**src/rtl/vid_trs_pkg.sv**
```systemverilog
package vid_trs_pkg;
  typedef struct packed {
    logic hit;
    logic is_eav;
  } trs_evt_t;
endpackage

```
**src/rtl/vid_trs_detect.sv**
```systemverilog
module vid_trs_detect
  import vid_trs_pkg::*;
#(
  parameter int DATA_W   = 10,
  parameter int FLAG_BIT = 6
) (
  input  logic              clk_i,
  input  logic              rst_ni,
  input  logic [DATA_W-1:0] data_i,
  input  logic              valid_i,
  output trs_evt_t          evt_o
);
  localparam int HIST = 3;
  localparam logic [DATA_W-1:0] ONES = {DATA_W{1'b1}};
  localparam logic [DATA_W-1:0] ZERO = '0;

  logic [DATA_W-1:0] hist_q [HIST];

  // hist_q[0] newest accepted word
  always_ff @(posedge clk_i or negedge rst_ni) begin
    if (!rst_ni) hist_q[0] <= '0;
    else if (valid_i) hist_q[0] <= data_i;
  end

  for (genvar g = 1; g < HIST; g++) begin : g_hist
    always_ff @(posedge clk_i or negedge rst_ni) begin
      if (!rst_ni) hist_q[g] <= '0;
      else if (valid_i) hist_q[g] <= hist_q[g-1];
    end
  end

  logic pre_ok;
  assign pre_ok = (hist_q[2] == ONES) && (hist_q[1] == ZERO) && (hist_q[0] == ZERO);

  always_comb begin
    evt_o.hit    = valid_i && pre_ok;
    evt_o.is_eav = data_i[FLAG_BIT];
  end
endmodule

```
**src/rtl/vid_line_tracker.sv**
```systemverilog
module vid_line_tracker
  import vid_trs_pkg::*;
#(
  parameter int LEN_W = 12
) (
  input  logic             clk_i,
  input  logic             rst_ni,
  input  logic             valid_i,
  input  trs_evt_t         evt_i,
  output logic             new_o,
  output logic [LEN_W-1:0] len_next_o,
  output logic [LEN_W-1:0] len_o
);
  localparam logic [LEN_W-1:0] POS_MAX = {LEN_W{1'b1}};

  logic [LEN_W-1:0] pos_q, len_q, sav_pos_q;
  logic             have_eav_q, len_ok_q, sav_ok_q;
  logic             eav_hit, sav_hit;

  assign eav_hit = evt_i.hit && evt_i.is_eav;
  assign sav_hit = evt_i.hit && !evt_i.is_eav;

  // pos_q is the offset of the current word from the last end-marker flag word
  always_ff @(posedge clk_i or negedge rst_ni) begin
    if (!rst_ni) begin
      pos_q      <= '0;
      len_q      <= '0;
      sav_pos_q  <= '0;
      have_eav_q <= 1'b0;
      len_ok_q   <= 1'b0;
      sav_ok_q   <= 1'b0;
    end else if (valid_i) begin
      if (eav_hit) begin
        pos_q      <= LEN_W'(1);
        have_eav_q <= 1'b1;
        if (have_eav_q) begin
          len_q    <= pos_q;
          len_ok_q <= 1'b1;
        end
      end else if (pos_q != POS_MAX) begin
        pos_q <= pos_q + LEN_W'(1);
      end
      if (sav_hit && have_eav_q) begin
        sav_pos_q <= pos_q;
        sav_ok_q  <= 1'b1;
      end
    end
  end

  always_comb begin
    new_o = 1'b0;
    if (eav_hit) new_o = !(len_ok_q && pos_q == len_q);
    if (sav_hit) new_o = !(len_ok_q && sav_ok_q && pos_q == sav_pos_q);
    len_next_o = (eav_hit && have_eav_q) ? pos_q : len_q;
  end

  assign len_o = len_q;
endmodule

```
**src/rtl/vid_nsp_hold.sv**
```systemverilog
module vid_nsp_hold #(
  parameter int LEN_W = 12
) (
  input  logic             clk_i,
  input  logic             rst_ni,
  input  logic             valid_i,
  input  logic             eav_hit_i,
  input  logic             new_i,
  input  logic [LEN_W-1:0] load_len_i,
  output logic             nsp_o
);
  logic [LEN_W-1:0] hold_q;
  logic             nsp_q;

  // hold_q counts accepted words left, this word included
  always_ff @(posedge clk_i or negedge rst_ni) begin
    if (!rst_ni) begin
      hold_q <= '0;
      nsp_q  <= 1'b0;
    end else if (valid_i) begin
      if (new_i) begin
        nsp_q  <= 1'b1;
        hold_q <= load_len_i;
      end else begin
        if (hold_q != '0) hold_q <= hold_q - LEN_W'(1);
        if (eav_hit_i && hold_q <= LEN_W'(1)) nsp_q <= 1'b0;
      end
    end
  end

  assign nsp_o = nsp_q;
endmodule

```
**src/rtl/vid_trs_monitor.sv**
```systemverilog
module vid_trs_monitor
  import vid_trs_pkg::*;
#(
  parameter int DATA_W   = 10,
  parameter int FLAG_BIT = 6,
  parameter int LEN_W    = 12
) (
  input  logic              clk_i,
  input  logic              rst_ni,
  input  logic [DATA_W-1:0] data_i,
  input  logic              valid_i,
  output logic              eav_o,
  output logic              sav_o,
  output logic              nsp_o,
  output logic [LEN_W-1:0]  line_len_o
);
  trs_evt_t         evt;
  logic             is_new;
  logic [LEN_W-1:0] len_next;
  logic             eav_q, sav_q;

  vid_trs_detect #(.DATA_W(DATA_W), .FLAG_BIT(FLAG_BIT)) u_detect (
    .clk_i  (clk_i),
    .rst_ni (rst_ni),
    .data_i (data_i),
    .valid_i(valid_i),
    .evt_o  (evt)
  );

  vid_line_tracker #(.LEN_W(LEN_W)) u_track (
    .clk_i     (clk_i),
    .rst_ni    (rst_ni),
    .valid_i   (valid_i),
    .evt_i     (evt),
    .new_o     (is_new),
    .len_next_o(len_next),
    .len_o     (line_len_o)
  );

  vid_nsp_hold #(.LEN_W(LEN_W)) u_hold (
    .clk_i     (clk_i),
    .rst_ni    (rst_ni),
    .valid_i   (valid_i),
    .eav_hit_i (evt.hit && evt.is_eav),
    .new_i     (is_new),
    .load_len_i(len_next),
    .nsp_o     (nsp_o)
  );

  always_ff @(posedge clk_i or negedge rst_ni) begin
    if (!rst_ni) begin
      eav_q <= 1'b0;
      sav_q <= 1'b0;
    end else begin
      eav_q <= evt.hit && evt.is_eav;
      sav_q <= evt.hit && !evt.is_eav;
    end
  end

  assign eav_o = eav_q;
  assign sav_o = sav_q;
endmodule

```
**config.mk**
```make
export PLATFORM = sky130hd
export DESIGN_NAME = vid_trs_monitor
export DESIGN_NICKNAME = d
export VERILOG_FILES = /design/src/rtl/vid_trs_pkg.sv /design/src/rtl/vid_trs_detect.sv /design/src/rtl/vid_line_tracker.sv /design/src/rtl/vid_nsp_hold.sv /design/src/rtl/vid_trs_monitor.sv
export SDC_FILE = /design/constraint.sdc
export NUM_CORES = 1
export LEC_CHECK = 0
export BUFFER_PORTS_ARGS = -buffer_cell sky130_fd_sc_hd__buf_2
export CAP_MARGIN = 40
export CORE_ASPECT_RATIO = 0.9
export CORE_UTILIZATION = 60
export CTS_CLUSTER_DIAMETER = 40
export DETAILED_ROUTE_END_ITERATION = 7
export PLACE_DENSITY = 0.85
export SYNTH_ARGS = -nofsm -noshare
export SYNTH_HDL_FRONTEND = slang
export SYNTH_SLANG_ARGS = --single-unit
```
**constraint.sdc**
```tcl
create_clock -name clk_i -period 3.5 [get_ports clk_i]
set_clock_uncertainty 0.15 [all_clocks]
set_input_delay 0.7 -clock clk_i [delete_from_list [all_inputs] [get_ports clk_i]]
set_output_delay 0.7 -clock clk_i [all_outputs]
set_load 0.01 [all_outputs]
```
==> flow_metrics.tcl, run 1 <==
set metrics [dict create \
    pin_count 28 \
    clock_latency_ns 0.36 \
    dr.pass1.iters 4 \
    p_per_area_nw_per_um2 593 \
    final_antenna_net_count 0 \
    max_stage_delay_ns 0.78 \
    dp_hpwl_um 5240 \
    maxCapViolations 0 \
    hp-class "in2async" \
    relSlewSlack 0.503 \
    finalCritPeriodShare 0.920 \
    area_growth_pct 10.1 \
    syn_inst 324 \
    cts_sinks 84 \
    root_buffer "clkbuf_8" \
    cts_resized 0 \
    fin_setup_tns_ns 0 \
    post_cts_buffers 0 \
    regToRegSetupSlack_ns 0.28 \
    gp_congestion 0.819 \
    fin_crit_ns 3.22 \
    drive_gt1_frac 0.331 \
    slew_violations 0 \
    grt_pass1_vias 2550 \
    antenna_cells 0 \
    rows 28 \
    cpMaxStageDelayCell "or4_1" \
    fin_util 0.681 \
    initial_core_util 0.619 \
    cts.path.max_buffers 2 \
    die_h_um 80.0 \
    synth_top_area_frac 0.519 \
    yosys.area.top_type "dfrtp_1" \
    r2r-end "u_hold.hold_q[4]$_DFFE_PN0P_" \
    reg2reg_depth 5 \
    status "completed" \
    grt_overflow 0 \
    worst_slew_pin_slew_ns 0.739 \
    placed_area_um2 4240 \
    grtUsageTotal 0.242 \
    drtIter0Drc 159 \
    dp_worst_setup_slack_ns 0.296 \
    fmax_mhz 310 \
    synth.avg_cell_area_um2 12.5 \
    finalInstanceArea_um2 4460 \
    drcViolationCount 0 \
    core_area_um2 6550 \
    grt_antenna_before_repair 0 \
    synth-seq-cells 84 \
    port_buffers 27 \
    fill_cells 466 \
    rsz0062_at_grt "no" \
    setup_viol 0 \
    synth_area_um2 4050 \
    synth_edf_count 0 \
    cp.required_ns 3.60 \
    async_flop_share 1.00 \
    total_power_mw 2.65 \
    die_x_um 88.6 \
    finalNonFillerCells 440 \
    seq_area_frac_synth 0.519 \
    worstPathCellList "or4b_1 > or4_1 > or4_1 > mux2_4 > mux2_4" \
    cts_buffers 9 \
    cts_hold_buf 0 \
    cp.arrival_ns 3.32 \
    yosys_warnings 0 \
    path_class "reg2reg" \
    critPathMaxFanout 13 \
    path_clk_slew_ns 0.09 \
    viasPerCell 5.80 \
    cts_tree "done" \
    finalHoldViolCount 0 \
    critPathCaptureType "flop" \
    synth_cell_types 43 \
    layout.nets 362 \
    dr_total_vias 2551 \
    drt_wl_total_um 7580 \
    dpl.cell_count 424 \
    yosys-top-cells-area "dfrtp_1 (52%), mux2_2 (13%), mux2_4 (6.7%)" \
    grt_max_degree 60 \
    post-route-worst-setup-slack_ns 0.279 \
    die_area_um2 7090 \
    reg2reg_from "u_detect.hist_q[24]$_DFFE_PN0P_" \
    avgRoutedWirePerCell_um 17.2 \
    htree_levels 3 \
    grt_pass1_wl_um 12600 \
    synth_fp_nets 341 \
    crit_path_start_kind "flop" \
    p_leak_nw 2.07 \
    peakVddDrop_uv 240 \
    hold-worst-slack_ns 0.0900 \
    synth-main-ff-cell "dfrtp_1" \
]
-- where the power goes --
group / internal (mW) / leakage, nW / total [mW] / switching (mW)
logic: 0.309 / 0.899 / 0.553 / 0.244
registers: 1.12 / 1.07 / 1.33 / 0.208
clock network: 0.405 / 0.106 / 0.763 / 0.358
-- Yosys cell counts, types with 7 or more instances --
master and instances:
clkbuf_1 13, dfrtp_1 84, mux2_2 48, mux2_4 18, nand2_1 14, nand3_1 10, nand4_1 10, nor2_1 12
nor3_1 7, nor4_1 8, xnor2_1 28, xor2_1 12
-- cells by family after synthesis --
kind of cell    count (synthesis)  synth area share
simple gates                   84             0.115
flops                          84             0.519
mux                            68             0.205
xor+xnor                       40            0.0864
buf+inv                        28            0.0352
compound gates                 16            0.0278
fa+ha+maj                       4            0.0123
-- per-layer routing --
layer / routed length [µm] / vias to the layer above / GRT usage
met5: 0 / - / 0
met2: 3690 / 60 / 0.377
met3: 280 / 14 / 0.0465
li1: - / 1196 / -
met4: 176 / 0 / 0.110
met1: 3440 / 1281 / 0.329
-- area by class of cell --
class	count	area (µm²)	share of cell area
Sequential cell	84	2100	0.471
Multi-Input combinational cell	212	1810	0.405
Timing Repair Buffer	32	195	0.0437
Clock buffer	9	124	0.0278
Tap cell	90	113	0.0252
Clock inverter	7	97.6	0.0219
Inverter	6	22.5	0.00505
-- critical path, delay by kind of cell, from the launching register on --
kind	cells	cell delay [ns]
flops	1	0.39
mux	2	0.71
simple gates	3	1.86
-- registers in the layout, summed over array words and instances, names as in the netlist --
register and cells:
u_track.have_eav_q 1, u_hold.nsp_o 1, u_track.pos_q 12, u_track.sav_ok_q 1, u_hold.hold_q 12, eav_o 1
u_track.sav_pos_q 12, u_detect.hist_q 30, u_track.len_o 12, u_track.len_ok_q 1, sav_o 1
-- worst max-delay path by stage --
stage,endpoint,slack (ns),start
final,u_hold.hold_q[4]$_DFFE_PN0P_,0.28,u_detect.hist_q[24]$_DFFE_PN0P_
after global routing,u_hold.hold_q[4]$_DFFE_PN0P_,0.21,u_detect.hist_q[24]$_DFFE_PN0P_
after CTS,u_hold.hold_q[4]$_DFFE_PN0P_,0.28,u_detect.hist_q[24]$_DFFE_PN0P_
after detailed placement,u_hold.hold_q[4]$_DFFE_PN0P_,0.30,u_detect.hist_q[24]$_DFFE_PN0P_
after global placement,u_hold.hold_q[5]$_DFFE_PN0P_,0.34,valid_i
after floorplan,u_hold.hold_q[10]$_DFFE_PN0P_,0.60,u_detect.hist_q[24]$_DFFE_PN0P_
-- cell usage in the layout, fill, tap and decap left out, types with 2 or more instances in the layout --
cell / count
inv_1: 6
mux2_2: 48
or3_1: 2
nand4_1: 10
xnor2_1: 28
mux2i_1: 2
o41a_1: 2
nor4_1: 8
o311ai_0: 2
ha_1: 4
inv_6: 2
buf_4: 5
a21oi_1: 2
buf_2: 26
mux2_4: 18
nand2b_1: 3
or4_1: 5
nor3_1: 7
nor3b_1: 3
dfrtp_1: 84
clkbuf_8: 9
bufinv_16: 2
xor2_1: 12
o21ai_0: 5
nand3_1: 10
nor2_1: 12
clkinvlp_4: 2
nand2_1: 14
Note: power is estimated with default switching activity, not from simulation.
==> run 2: changes to the inputs <==
Settings changed: ABC_AREA from default to 1, ABC_CLOCK_PERIOD_IN_PS from default to 3500, CORE_UTILIZATION 60 to 61, PLACE_DENSITY 0.85 to 0.86.
==> run 2 against run 1 <==
Against the previous run: sequential share of layout area fell by 4.5 points; hold slack got worse by 0.022 ns; wire length rose by 39%; utilization rose by 1.2 points; maximum frequency rose by 37%; flip-flop and latch count did not move; sequential power barely moved; critical endpoint is now u_track.pos_q[11]$_DFFE_PN0P_; largest cell class unchanged.
==> flow_metrics.tcl, run 2 <==
set metrics [dict create \
    grt_pass1_vias 3743 \
    synth.avg_cell_area_um2 7.25 \
    grt_pass1_wl_um 18100 \
    cts.path.max_buffers 2 \
    dp_hpwl_um 7620 \
    post_cts_buffers 0 \
    reg2reg_depth 10 \
    critPathMaxFanout 19 \
    clock_latency_ns 0.37 \
    reg2reg_from "u_detect.hist_q[29]$_DFFE_PN0P_" \
    relSlewSlack 0.573 \
    cp.arrival_ns 2.47 \
    grt_overflow 0 \
    synth_common_cells "nand2_1 (239), dfrtp_1 (84), inv_1 (65)" \
    p_leak_nw 2.58 \
    cts_buffers 9 \
    yosysMostFrequentCell "nand2_1" \
    final_antenna_net_count 0 \
    grt_max_degree 63 \
    initial_core_util 0.638 \
    dr.pass1.iters 6 \
    maxCapViolations 0 \
    peakVddDrop_uv 338 \
    cts_resized 0 \
    path_class "in2reg" \
    r2r-end "u_track.pos_q[11]$_DFFE_PN0P_" \
    setup_viol 0 \
    synth_compound_area_frac 0.0751 \
    pin_count 28 \
    htree_levels 3 \
    antenna_cells 0 \
    regToRegSetupSlack_ns 1.16 \
    cts_sinks 84 \
    root_buffer "clkbuf_8" \
    synth_edf_count 0 \
    synth_top_family_by_area "simple AND/OR/NAND/NOR gates" \
    avgRoutedWirePerCell_um 14.2 \
    gp_congestion 0.937 \
    p_per_area_nw_per_um2 543 \
    core_area_um2 7110 \
    yosys.area.top_type "dfrtp_1" \
    synth_top_area_frac 0.464 \
    internal_power_mw 1.69 \
    synth_fp_nets 642 \
    fin_crit_ns 2.35 \
    die_area_um2 7780 \
    die_h_um 83.8 \
    seq_power_share 0.486 \
    synthAdderAreaFrac 0.0110 \
    switching_power_uw 986 \
    synth_cell_types 29 \
    fin_util 0.694 \
    top_register "u_detect.hist_q" \
    total_power_mw 2.68 \
    worst_slew_pin_slew_ns 0.640 \
    status "completed" \
    grt_antenna_before_repair 0 \
    synthMuxAreaShare 0 \
    final_cell_mix "nand2_1 (239), dfrtp_1 (84), inv_1 (65), nor2_1 (62), o21ai_0 (43)" \
    yosys-top-cells-area "dfrtp_1 (46%), nand2_1 (20%), inv_1 (5.4%)" \
    grtUsageTotal 0.300 \
    syn_inst 625 \
    rsz0062_at_grt "no" \
    seq_area_frac_synth 0.464 \
    largest_reg_flops 30 \
    finalHoldViolCount 0 \
    synth_area_um2 4530 \
    synth-xor-area-share 0.0212 \
    synthSimpleGateAreaFrac 0.350 \
    finalInstanceArea_um2 4930 \
    critPathCaptureType "flop" \
    die_x_um 92.9 \
    switching_share 0.368 \
    port_buffers 27 \
    path_clk_slew_ns 0.09 \
    yosys_warnings 0 \
    final_common_cell "nand2_1" \
    fill_cells 613 \
    drcViolationCount 0 \
    drive_gt1_frac 0.110 \
    drt_wl_total_um 10600 \
    dr_total_vias 4048 \
    hp-class "in2async" \
    area_growth_pct 8.80 \
    crit_path_start_kind "input pin" \
    cts_hold_buf 0 \
    fin_setup_tns_ns 0 \
    synth-seq-cells 84 \
    fmax_mhz 425 \
    synth-main-ff-cell "dfrtp_1" \
    finalCritPeriodShare 0.672 \
    async_flop_share 1.00 \
    rows 29 \
    p_comb_frac 0.247 \
    layout.nets 665 \
    drtIter0Drc 342 \
    clockPowerShare 0.266 \
    slew_violations 0 \
    cts_tree "done" \
    viasPerCell 5.43 \
    cp.required_ns 3.62 \
    placed_area_um2 4730 \
]
-- run 2: changes by cell type in the layout (fill, tap and decap cells not counted), moves of 10 or more --
| cell | previous run | this run |
|---|---|---|
| o21ai_0 | 5 | 43 |
| mux2_2 | 48 | 0 |
| mux2_4 | 18 | 0 |
| inv_1 | 6 | 65 |
| nor2_2 | 0 | 10 |
| xnor2_1 | 28 | 8 |
| nand2_1 | 14 | 239 |
| nor2_1 | 12 | 62 |
| nand3_1 | 10 | 28 |
-- run 2: layout make-up --
cell class                 instances  area (µm²)  area share
inverter                          69         259      0.0525
clock inverter                     6        62.6      0.0127
multi-input combinational        454        2080       0.421
timing repair buffer              30         180      0.0365
clock buffer                      10         138      0.0279
tap                               93         116      0.0236
sequential                        84        2100       0.426
-- run 2: cells by family after synthesis --
family	count (synthesis)
AOI/OAI and AO/OA	61
xor gates and xnor gates	11
adders and majority gates	4
buffers and inverters	87
DFF	84
and+or+nand+nor	378
-- run 2: critical path, stage by stage --
cell     delay, ns
buf_2         0.26
nand4_1       0.13
nor2_1        0.11
nand2_1       0.07
nor2_2        0.40
nand2_2       0.24
nand2_2       0.24
nand3_1       0.11
o21ai_0       0.15
nor2_1        0.06
-- run 2: worst max path at each step --
| stage | slack [ns] | to | cells after the start | start |
|---|---|---|---|---|
| global route | 0.91 | u_track.pos_q[8]$_DFFE_PN0P_ | 11 | valid_i |
| detailed placement | 0.79 | u_track.pos_q[11]$_DFFE_PN0P_ | 10 | valid_i |
| floorplan | 1.39 | u_hold.hold_q[5]$_DFFE_PN0P_ | 14 | valid_i |
| CTS | 1.19 | u_track.pos_q[11]$_DFFE_PN0P_ | 10 | u_detect.hist_q[21]$_DFFE_PN0P_ |
| global placement | 0.82 | u_track.pos_q[3]$_DFFE_PN0P_ | 9 | valid_i |
| finish | 1.15 | u_track.pos_q[11]$_DFFE_PN0P_ | 10 | valid_i |
-- run 2: power groups by stage --
stage	registers, mW	logic, mW	clock network (mW)
global placement	1.31	0.630	0
finish	1.30	0.663	0.714
floorplan	1.24	0.513	0
global route	1.32	0.764	0.763
CTS	1.29	0.658	0.723
detailed placement	1.31	0.655	0
-- run 2: routing by layer --
metal | vias to the layer above | global-route usage | wire [µm]
met2 | 128 | 0.465 | 5010
met3 | 20 | 0.0710 | 639
met4 | 0 | 0.0951 | 178
li1 | 2005 | - | -
met1 | 1895 | 0.419 | 4740
met5 | - | 0 | 0
-- run 2: through the flow --
stage,hold slack (ns),worst slack [ns],instances
2_1_floorplan,0.254,1.39,625
3_3_place_gp,0.302,0.823,729
3_5_place_dp,0.338,0.788,730
4_1_cts,0.0769,1.19,746
5_1_grt,0.0852,0.912,746
6_report,0.0677,1.15,746
==> run 3: changes to the inputs <==
Settings changed: ABC_AREA 1 to 0, ABC_CLOCK_PERIOD_IN_PS 3500 to 2190, CORE_UTILIZATION 61 to 60, PLACE_DENSITY 0.86 to 0.85.
Clock period 3.5 ns to 2.19 ns, I/O delays scaled along.
==> run 3 against run 2 <==
Against the previous run: the flow now finishes with violations (negative setup slack); first-iteration DRC count down 18%; sequential share of layout area down 0.78 points; utilization up 7.3 points; clock-buffer cell count unchanged; critical path depth down 4; sequential power up 61%; power up 69%; combinational power up 100%; global-route usage down 1.5 points; hold slack better by 0.083 ns; design area up 1.9%; die area down 8.9%.
==> flow_metrics.tcl, run 3 (same netlist as run 1, synthesis figures left out) <==
set metrics [dict create \
    grt_pass1_wl_um 14600 \
    final_cell_mix "dfrtp_1 (84), buf_4 (43), mux2_4 (36), mux2_2 (30), xnor2_1 (28)" \
    dpl.cell_count 462 \
    drtIter0Drc 279 \
    grt_overflow 0 \
    cpMaxStageDelayCell "or4b_1" \
    cp.buffers_inverters 1 \
    layout.nets 411 \
    critPathMaxFanout 7 \
    cp.arrival_ns 2.97 \
    dp_worst_setup_slack_ns -0.711 \
    slew_violations 0 \
    setup_viol 52 \
    viasPerCell 6.01 \
    largest_reg_flops 30 \
    relSlewSlack 0.515 \
    hp-class "in2reg" \
    drt_wl_total_um 10700 \
    violations "negative setup slack" \
    fin_crit_ns 2.87 \
    area_growth_pct 24.0 \
    post-route-worst-setup-slack_ns -0.679 \
    die_x_um 88.6 \
    cts_buffers 9 \
    status "finished, violations left" \
    fin_util 0.767 \
    p_per_area_nw_per_um2 901 \
    drive_gt1_frac 0.430 \
    antenna_cells 0 \
    crit_family "simple AND/OR/NAND/NOR gates" \
    grtUsageTotal 0.285 \
    worstPathCellList "or4b_1 > or4_4 > or4_4 > buf_12 > mux2_4 > mux2_4" \
    clock_latency_ns 0.36 \
    finalInstanceArea_um2 5030 \
    dp_hpwl_um 5660 \
    top_register "u_detect.hist_q" \
    final_common_cell "dfrtp_1" \
    die_h_um 80.0 \
    placed_area_um2 4600 \
    core_area_um2 6550 \
    maxCapViolations 0 \
    die_area_um2 7090 \
    dr_total_vias 2933 \
    cts.path.max_buffers 2 \
    hold-worst-slack_ns 0.151 \
    finalCritPeriodShare 1.31 \
    rows 28 \
    p_leak_nw 2.39 \
    crit_path_start_kind "flop" \
    port_buffers 27 \
    max_stage_delay_ns 0.53 \
    path_class "reg2reg" \
    finalHoldViolCount 0 \
    grt_pass1_vias 2938 \
    grt_max_degree 85 \
    root_buffer "clkbuf_8" \
    avgRoutedWirePerCell_um 21.8 \
    critPathCaptureType "flop" \
    finalNonFillerCells 488 \
    path_clk_slew_ns 0.08 \
    rsz0062_at_grt "yes" \
    peakVddDrop_uv 688 \
    cts_tree "done" \
    worst_slew_pin_slew_ns 0.719 \
    htree_levels 3 \
    total_power_mw 4.53 \
    drcViolationCount 0 \
    dr.pass1.iters 4 \
    initial_core_util 0.619 \
    fin_setup_tns_ns -22.03 \
    fmax_mhz 349 \
    cts_sinks 84 \
    pin_count 28 \
    grt_antenna_before_repair 0 \
    final_antenna_net_count 0 \
    gp_congestion 0.885 \
    cp.required_ns 2.29 \
]
[run 3: cell types whose count changed in the layout (fill, tap and decap cells not counted), sizes merged, moves of 6 or more]
cell / change
buf: +48
inv: -63
mux2: +66
nand2: -230
nand3: -20
nand4: -6
nor2: -61
nor4: +8
o211ai: -8
o21ai: -39
xnor2: +20
xor2: +9
[run 3: metal layers]
| layer | global-route usage | wire (µm) | vias to the layer above | part of all wire |
|---|---|---|---|---|
| met4 | 0.139 | 400 | 0 | 0.038 |
| met5 | 0 | 0 | - | 0 |
| met1 | 0.377 | 4350 | 1490 | 0.41 |
| met2 | 0.452 | 5350 | 123 | 0.50 |
| li1 | - | - | 1279 | - |
| met3 | 0.0527 | 551 | 41 | 0.052 |
[run 3: final timing paths]
check	startpoint	endpoint	slack [ns]	cells past startpoint
max in group asynchronous	rst_ni	u_track.sav_pos_q[9]$_DFFE_PN0P_	1.03	3
worst min register to register	u_detect.hist_q[6]$_DFFE_PN0P_	u_detect.hist_q[6]$_DFFE_PN0P_	0.37	1
min in group asynchronous	rst_ni	u_hold.hold_q[8]$_DFFE_PN0P_	0.48	3
worst max register to register	u_detect.hist_q[24]$_DFFE_PN0P_	u_hold.hold_q[11]$_DFFE_PN0P_	-0.68	6
worst max-delay path	u_detect.hist_q[24]$_DFFE_PN0P_	u_hold.hold_q[11]$_DFFE_PN0P_	-0.68	6
worst min-delay path	data_i[2]	u_detect.hist_q[22]$_DFFE_PN0P_	0.15	2
[run 3: area by class of cell]
cell class,count,area (µm²)
Clock buffer,10,128
Clock inverter,5,62.6
Fill cell,350,1530
Inverter,6,22.5
Multi-Input combinational cell,212,1920
Sequential cell,84,2100
Tap cell,90,113
Timing Repair Buffer,81,674
[run 3: worst reg2reg max path: stages (launching register included)]
cell and delay (ns):
dfrtp_1 0.38, or4b_1 0.53, or4_4 0.43, or4_4 0.50
buf_12 0.18, mux2_4 0.31, mux2_4 0.27
[run 3: repair_timing]
item,in CTS,in global routing
endpoints found under the setup margin,52,53
endpoints found under the hold margin,84,0
resized for setup,15,11
hold buffers,1,0
pin swaps,1,2
buffers inserted,4,3
gates cloned,1,2
[run 3: report_power, final]
group,switching (mW),internal (mW)
logic,0.613,0.731
registers,0.291,1.80
clock network,0.570,0.527
